$ cat src/rtl/alu_inv_b_pkg.sv
package alu_inv_b_pkg;
  localparam int unsigned FUNC_W = 3;
  localparam int unsigned INV_BIT = 2;

  typedef enum logic [1:0] {
    SRC_AND = 2'b00,
    SRC_OR  = 2'b01,
    SRC_SUM = 2'b10,
    SRC_LT  = 2'b11
  } src_sel_e;

  typedef struct packed {
    logic     inv_b;
    src_sel_e src;
  } func_t;

  function automatic func_t decode_func(input logic [FUNC_W-1:0] code);
    func_t d;
    d.inv_b = code[INV_BIT];
    d.src   = src_sel_e'(code[1:0]);
    return d;
  endfunction
endpackage

$ cat src/rtl/alu_inv_b_operand.sv
module alu_inv_b_operand #(
  parameter int unsigned WIDTH = 32
) (
  input  logic [WIDTH-1:0] b_i,
  input  logic             inv_i,
  output logic [WIDTH-1:0] b_o,
  output logic             cin_o
);
  always_comb begin
    b_o   = inv_i ? ~b_i : b_i;
    cin_o = inv_i;
  end
endmodule

$ cat src/rtl/alu_inv_b_adder.sv
module alu_inv_b_adder #(
  parameter int unsigned WIDTH       = 32,
  parameter bit          USE_PREFIX  = 1'b1
) (
  input  logic [WIDTH-1:0] a_i,
  input  logic [WIDTH-1:0] b_i,
  input  logic             cin_i,
  output logic [WIDTH-1:0] sum_o
);
  localparam int unsigned LEVELS = (WIDTH > 1) ? $clog2(WIDTH) : 1;

  if (USE_PREFIX) begin : g_prefix
    logic [LEVELS:0][WIDTH-1:0] gen;
    logic [LEVELS:0][WIDTH-1:0] prop;
    logic [WIDTH-1:0]           half;
    logic [WIDTH-1:0]           carry;

    assign half = a_i ^ b_i;

    // carry-in folded into bit 0 generate
    assign gen[0]  = (a_i & b_i) | {{(WIDTH-1){1'b0}}, half[0] & cin_i};
    assign prop[0] = half;

    for (genvar lv = 1; lv <= LEVELS; lv++) begin : g_level
      localparam int unsigned DIST = 1 << (lv - 1);
      for (genvar bt = 0; bt < WIDTH; bt++) begin : g_bit
        if (bt >= DIST) begin : g_merge
          assign gen[lv][bt]  = gen[lv-1][bt] | (prop[lv-1][bt] & gen[lv-1][bt-DIST]);
          assign prop[lv][bt] = prop[lv-1][bt] & prop[lv-1][bt-DIST];
        end else begin : g_pass
          assign gen[lv][bt]  = gen[lv-1][bt];
          assign prop[lv][bt] = prop[lv-1][bt];
        end
      end
    end

    assign carry[0] = cin_i;
    for (genvar bt = 1; bt < WIDTH; bt++) begin : g_carry
      assign carry[bt] = gen[LEVELS][bt-1];
    end

    assign sum_o = half ^ carry;
  end else begin : g_plain
    assign sum_o = a_i + b_i + {{(WIDTH-1){1'b0}}, cin_i};
  end
endmodule

$ cat src/rtl/alu_inv_b_resmux.sv
module alu_inv_b_resmux
  import alu_inv_b_pkg::*;
#(
  parameter int unsigned WIDTH = 32
) (
  input  logic [WIDTH-1:0] a_i,
  input  logic [WIDTH-1:0] b_eff_i,
  input  logic [WIDTH-1:0] sum_i,
  input  func_t            func_i,
  output logic [WIDTH-1:0] result_o,
  output logic             zero_o
);
  always_comb begin
    unique case (func_i.src)
      SRC_AND: result_o = a_i & b_eff_i;
      SRC_OR:  result_o = a_i | b_eff_i;
      SRC_SUM: result_o = sum_i;
      SRC_LT:  begin
        // 011 has no defined use: force zero; 111 takes the sign of the difference
        result_o = '0;
        if (func_i.inv_b) result_o[0] = sum_i[WIDTH-1];
      end
      default: result_o = '0;
    endcase
    zero_o = ~|result_o;
  end
endmodule

$ cat src/rtl/alu_inv_b.sv
module alu_inv_b
  import alu_inv_b_pkg::*;
#(
  parameter int unsigned WIDTH      = 32,
  parameter bit          USE_PREFIX = 1'b1
) (
  input  logic [WIDTH-1:0]  a_i,
  input  logic [WIDTH-1:0]  b_i,
  input  logic [FUNC_W-1:0] func_i,
  output logic [WIDTH-1:0]  result_o,
  output logic              zero_o
);
  func_t            dec;
  logic [WIDTH-1:0] b_eff;
  logic             cin;
  logic [WIDTH-1:0] sum;

  assign dec = decode_func(func_i);

  alu_inv_b_operand #(.WIDTH(WIDTH)) i_operand (
    .b_i   (b_i),
    .inv_i (dec.inv_b),
    .b_o   (b_eff),
    .cin_o (cin)
  );

  alu_inv_b_adder #(.WIDTH(WIDTH), .USE_PREFIX(USE_PREFIX)) i_adder (
    .a_i   (a_i),
    .b_i   (b_eff),
    .cin_i (cin),
    .sum_o (sum)
  );

  alu_inv_b_resmux #(.WIDTH(WIDTH)) i_resmux (
    .a_i      (a_i),
    .b_eff_i  (b_eff),
    .sum_i    (sum),
    .func_i   (dec),
    .result_o (result_o),
    .zero_o   (zero_o)
  );
endmodule

$ cat config.mk
export PLATFORM = sky130hd
export DESIGN_NAME = alu_inv_b
export DESIGN_NICKNAME = d
export VERILOG_FILES = /design/src/rtl/alu_inv_b_pkg.sv /design/src/rtl/alu_inv_b_operand.sv /design/src/rtl/alu_inv_b_adder.sv /design/src/rtl/alu_inv_b_resmux.sv /design/src/rtl/alu_inv_b.sv
export SDC_FILE = /design/constraint.sdc
export NUM_CORES = 1
export LEC_CHECK = 0
export BUFFER_PORTS_ARGS = -buffer_cell sky130_fd_sc_hd__buf_4
export CORE_UTILIZATION = 35
export DETAILED_ROUTE_END_ITERATION = 6
export PLACE_DENSITY = 0.72
export REMOVE_ABC_BUFFERS = 1
export SLEW_MARGIN = 20
export SYNTH_ARGS = -nofsm -noshare
export SYNTH_HDL_FRONTEND = slang
export SYNTH_HIERARCHICAL = 1
export SYNTH_SLANG_ARGS = --single-unit
$ cat constraint.sdc
create_clock -name vclk -period 4.9
set_input_delay 0.245 -clock vclk [all_inputs]
set_output_delay 0.245 -clock vclk [all_outputs]
set_load 0.02 [all_outputs]
# Yosys cells after proc, flatten, opt, wreduce, memory -nomap -nowiden
# Index checks and enable logic that the tools add are counted.
# totals
register_bits	0
inputBits	67
output_inout_bits	33
word_cells	358
# op_classes
eq_ne	3
muxes	3
bitwise	349
n_reduce_logical	3
# ops
op	count
$and A1 B1 Y1	219
$pmux W32 S4	1
$or A1 B1 Y1	124
$xor A32 B32 Y32	2
$and A32 B32 Y32	1
$mux W32	1
$not A32 Y32	1
$or A32 B32 Y32	1
$reduce_or A32 Y1	1
$or A31 B1 Y31	1
$eq A2 B2 Y1 const B	2
$eq A2 B1 Y1 const B	1
$logic_not A2 Y1	1
$logic_not A1 Y1	1
$mux W1	1

# Logic depth before layout (Yosys ltp)
# logic_depth
word_depth	19
mapped_depth	16
ltp_nobuf	14

# Hierarchy
# The synthesis kept the hierarchy.
# by_module_without_submodules
mod	n_inst	cells_each	area_each_um2
alu_inv_b_adder	1	222	1634.1
alu_inv_b_resmux	1	90	757.0
alu_inv_b_operand	1	37	359.1

# Worst setup path after synthesis
# No wires, ideal clock.
# synth_timing
kind	input port to output port
start	input func_i[2]
end	output zero_o
arrival_time_ns	3.758
required_ns	4.655
setup_slack_ns	0.897
stages	16
cell_sequence	buf_6 > buf_12 > xor2_1 > fa_1 > fa_1 > a211oi_1 > nor2_1 > o21ai_0 > o21ai_2 > a21oi_1 > o31ai_1 > xor2_1 > a22o_1 > nor4_1 > and4_1 > and4_1
# synth_between
word_cells_on_any_way	353
# synth_lines
element	line	source
start: declaration	alu_inv_b.sv:9	input logic [FUNC_W-1:0] func_i,
$mux W32 (*)	alu_inv_b_operand.sv:10	b_o = inv_i ? ~b_i : b_i;
net b_eff[0]	alu_inv_b.sv:14	logic [WIDTH-1:0] b_eff;
$xor A32 B32 Y32	alu_inv_b_adder.sv:18	assign half = a_i ^ b_i;
$and A1 B1 Y1	alu_inv_b_adder.sv:21	assign gen[0] = (a_i & b_i) | {{(WIDTH-1){1'b0}}, half[0] & cin_i};
$or A31 B1 Y31 (*)	alu_inv_b_adder.sv:21	
$and A1 B1 Y1 (*)	alu_inv_b_adder.sv:28	assign gen[lv][bt] = gen[lv-1][bt] | (prop[lv-1][bt] & gen[lv-1][bt-DIST]);
$or A1 B1 Y1 (*)	alu_inv_b_adder.sv:28	
$and A1 B1 Y1 (*)	alu_inv_b_adder.sv:28	
[... 3 more ...]	--	
$and A1 B1 Y1 (*)	alu_inv_b_adder.sv:28	
$or A1 B1 Y1 (*)	alu_inv_b_adder.sv:28	
$xor A32 B32 Y32 (*)	alu_inv_b_adder.sv:42	assign sum_o = half ^ carry;
net sum[30]	alu_inv_b.sv:16	logic [WIDTH-1:0] sum;
$pmux W32 S4 (*)	alu_inv_b_resmux.sv:14	unique case (func_i.src)
net result_o[30]	alu_inv_b.sv:10	output logic [WIDTH-1:0] result_o,
$reduce_or A32 Y1 (*)	alu_inv_b_resmux.sv:25	zero_o = ~|result_o;
$logic_not A1 Y1 (*)	alu_inv_b_resmux.sv:25	
end: declaration	alu_inv_b.sv:11	output logic zero_o
# The timed path passes the listed nets; every way through them passes the cells marked *.

# Worst setup path after layout
# layout_timing
start	input func_i[2]
end	output zero_o
# layout_between
word_cells_on_any_way	353
# layout_lines
element	line
$mux W32 (*)	alu_inv_b_operand.sv:10
net b_eff[0]	alu_inv_b.sv:14
$xor A32 B32 Y32	alu_inv_b_adder.sv:18
$and A1 B1 Y1	alu_inv_b_adder.sv:21
$or A31 B1 Y31 (*)	alu_inv_b_adder.sv:21
$and A1 B1 Y1 (*)	alu_inv_b_adder.sv:28
$or A1 B1 Y1 (*)	alu_inv_b_adder.sv:28
$and A1 B1 Y1 (*)	alu_inv_b_adder.sv:28
[... 2 more ...]	--
$or A1 B1 Y1 (*)	alu_inv_b_adder.sv:28
$and A1 B1 Y1 (*)	alu_inv_b_adder.sv:28
$or A1 B1 Y1 (*)	alu_inv_b_adder.sv:28
$xor A32 B32 Y32 (*)	alu_inv_b_adder.sv:42
net sum[30]	alu_inv_b.sv:16
$pmux W32 S4 (*)	alu_inv_b_resmux.sv:14
$reduce_or A32 Y1 (*)	alu_inv_b_resmux.sv:25
$logic_not A1 Y1 (*)	alu_inv_b_resmux.sv:25
# Marks and branches as above.

==> flow_metrics.env <==
export IMPL_clkbuf_count=0
export IMPL_antenna_left=0
export IMPL_fin_area_sq_um=3490
export IMPL_slew_limit_headroom=0.268
export IMPL_antennaDiodeCount=0
export IMPL_critPathMaxFanout=13
export IMPL_routed_via_density=5.73
export IMPL_netlist_instances=349
export IMPL_io_buffers=100
export IMPL_synth_avg_cell_area_sq_um=7.88
export IMPL_post_dp_cell_area_sq_um=3490
export IMPL_first_pass_iters=4
export IMPL_hpwl_mm=7.13
export IMPL_rsz0062_at_grt="false"
export IMPL_cpMaxStageDelayCell="fa_1"
export IMPL_synth_cell_type_count=60
export IMPL_num_rows=31
export IMPL_hold_class="input port to primary output"
export IMPL_ios=100
export IMPL_leakagePower_nw=1.61
export IMPL_worstSetupStartpointType="input port"
export IMPL_synth_top_cell_by_area="xor2_1"
export IMPL_antenna_found_initial=0
export IMPL_seq_cells=0
export IMPL_synth_top_cell_area_share=0.137
export IMPL_drcViolationCount=0
export IMPL_ir_worst_vdd_mv=0.0880
export IMPL_crit_required_ps=4660
export IMPL_fin_tns_setup_ps=0
export IMPL_drt_iter0_drc=166
export IMPL_totalWireLength_mm=8.66
export IMPL_min_period_ps=4330
export IMPL_status="finished, final reports clean"
export IMPL_die_y_um=90.6
export IMPL_grt_usage=0.197
export IMPL_end_kind="primary output"
export IMPL_gp_congestion=0.905
export IMPL_die_area_sq_um=8220
export IMPL_grt_pass1_vias=2930
export IMPL_drive_gt1_frac=0.277
export IMPL_crit_type="input port to primary output"
export IMPL_initial_core_util=0.371
export IMPL_register_area_sq_um=0
export IMPL_post_drt_wl_per_cell_um=16.3
export IMPL_core_sq_um=7410
export IMPL_powerDensity_nw_per_um2=191
export IMPL_grt_pass1_wl_mm=13.8
export IMPL_maxCapViolations=0
export IMPL_post_cts_buffers=0
export IMPL_synthToLayoutAreaGrowth_pct=27.0
export IMPL_crit_buf_inv=2
export IMPL_hold_viol=0
export IMPL_fmaxAchievable_mhz=231
export IMPL_period_share=0.884
export IMPL_slowest_delay_ps=480
export IMPL_die_w_um=90.6
export IMPL_final_fill_count=727
export IMPL_cts_hold_buf=0
export IMPL_worst_pin_slew_ps=1100
export IMPL_setup_viol=0
export IMPL_fin_nets=534
export IMPL_drv_slew=0
export IMPL_synthesis_area_sq_um=2750
export IMPL_grt_remaining_overflow=0
export IMPL_worstPathCellList="buf_4 > xor2_1 > fa_1 > fa_1 > a211oi_1 > nor2_1 > o21ai_0 > o21ai_2 > a21oi_1 > o31ai_1 > xor2_1 > a22o_1 > nor4_1 > and4_1 > and4_1 > buf_4"
export IMPL_synth_seq_area_share=0
export IMPL_yosys_top_cells_area="xor2_1 14%, ha_1 14%, maj3_1 10%"
export IMPL_cts_resized=0
export IMPL_vias=3051
export IMPL_grt_max_degree=36
export IMPL_path_delay_family="compound AO/OA/AOI/OAI gates"
export IMPL_yosysWarnings=6
export IMPL_worst_ep_arrival_time_ps=4090
Yosys cell counts (2+ instances only):
cell	n
a31oi_1	3
nand3_1	5
or4_1	2
a21oi_1	25
a221o_1	3
mux2i_1	2
maj3_1	28
and4_1	2
nand2_1	21
buf_6	3
maj3_2	3
nor2b_1	2
inv_1	6
clkbuf_1	5
and2_1	3
nor3_1	3
a211oi_1	4
o211ai_1	5
o31ai_1	2
buf_12	3
nor4_1	7
a22o_1	31
nor2_1	21
and3_1	2
o21a_1	4
xor2_1	43
o221ai_1	2
xnor2_1	16
fa_1	2
nand4_1	2
a21o_1	13
ha_1	30
buf_2	6
o21ai_0	14
where the power goes:
| part | switching, mW | leakage [nW] | internal [mW] |
|---|---|---|---|
| sequential | 0 | 0 | 0 |
| combinational | 0.369 | 1.61 | 0.299 |
| clock | 0 | 0 | 0 |
| total | 0.369 | 1.61 | 0.299 |
cell type report:
cell class	instances	area [sq um]	share of cell area
inverter	6	22.5	0.00645
tap	99	124	0.0355
timing repair buffer	102	766	0.219
multi-input combinational	325	2580	0.739
kinds of logic after synthesis:
logic type | after synthesis | synth area share
adders and majority gates | 63 | 0.265
muxes | 2 | 0.00728
xor gates and xnor gates | 59 | 0.188
buffers and inverters | 24 | 0.0628
AOI/OAI and AO/OA | 125 | 0.340
and+or+nand+nor | 76 | 0.137
routing by layer:
layer,track usage,share of wire,wire (um)
met1,0.267,0.45,3860
met2,0.350,0.47,4080
met3,0.0126,0.073,635
met4,0.0228,0.0090,78
met5,0,0,0
per-stage QoR:
step | hold WS [ps] | power [mW] | utilization | worst slack, ps | std cells
floorplan | 695 | 0.448 | - | 1170 | 331
detailed placement | 1010 | 0.658 | 0.471 | 584 | 532
CTS | 1010 | 0.663 | 0.471 | 579 | 532
finish | 1010 | 0.669 | 0.471 | 567 | 532
global placement | 980 | 0.651 | 0.471 | 737 | 532
global route | 1030 | 0.720 | 0.471 | 259 | 532
worst paths after layout:
check,cells past startpoint,from,to,slack [ps]
setup / recovery,16,func_i[2],zero_o,570
hold / removal,4,func_i[1],result_o[0],1010
cells in the final DEF, fill, tap and decap left out, types with 2 or more instances in the layout:
master,count
buf_4,102
xor2_1,43
a22o_1,31
ha_1,30
maj3_1,28
a21oi_1,25
nand2_1,21
nor2_1,21
xnor2_1,16
o21ai_0,14
a21o_1,13
nor4_1,7
inv_1,6
nand3_1,5
o211ai_1,5
a211oi_1,4
o21a_1,4
nor3_1,3
a221o_1,3
and2_1,3
a31oi_1,3
maj3_2,3
nand4_1,2
o221ai_1,2
and3_1,2
o31ai_1,2
mux2i_1,2
fa_1,2
and4_1,2
or4_1,2
Note: power is estimated with default switching activity, not from simulation.
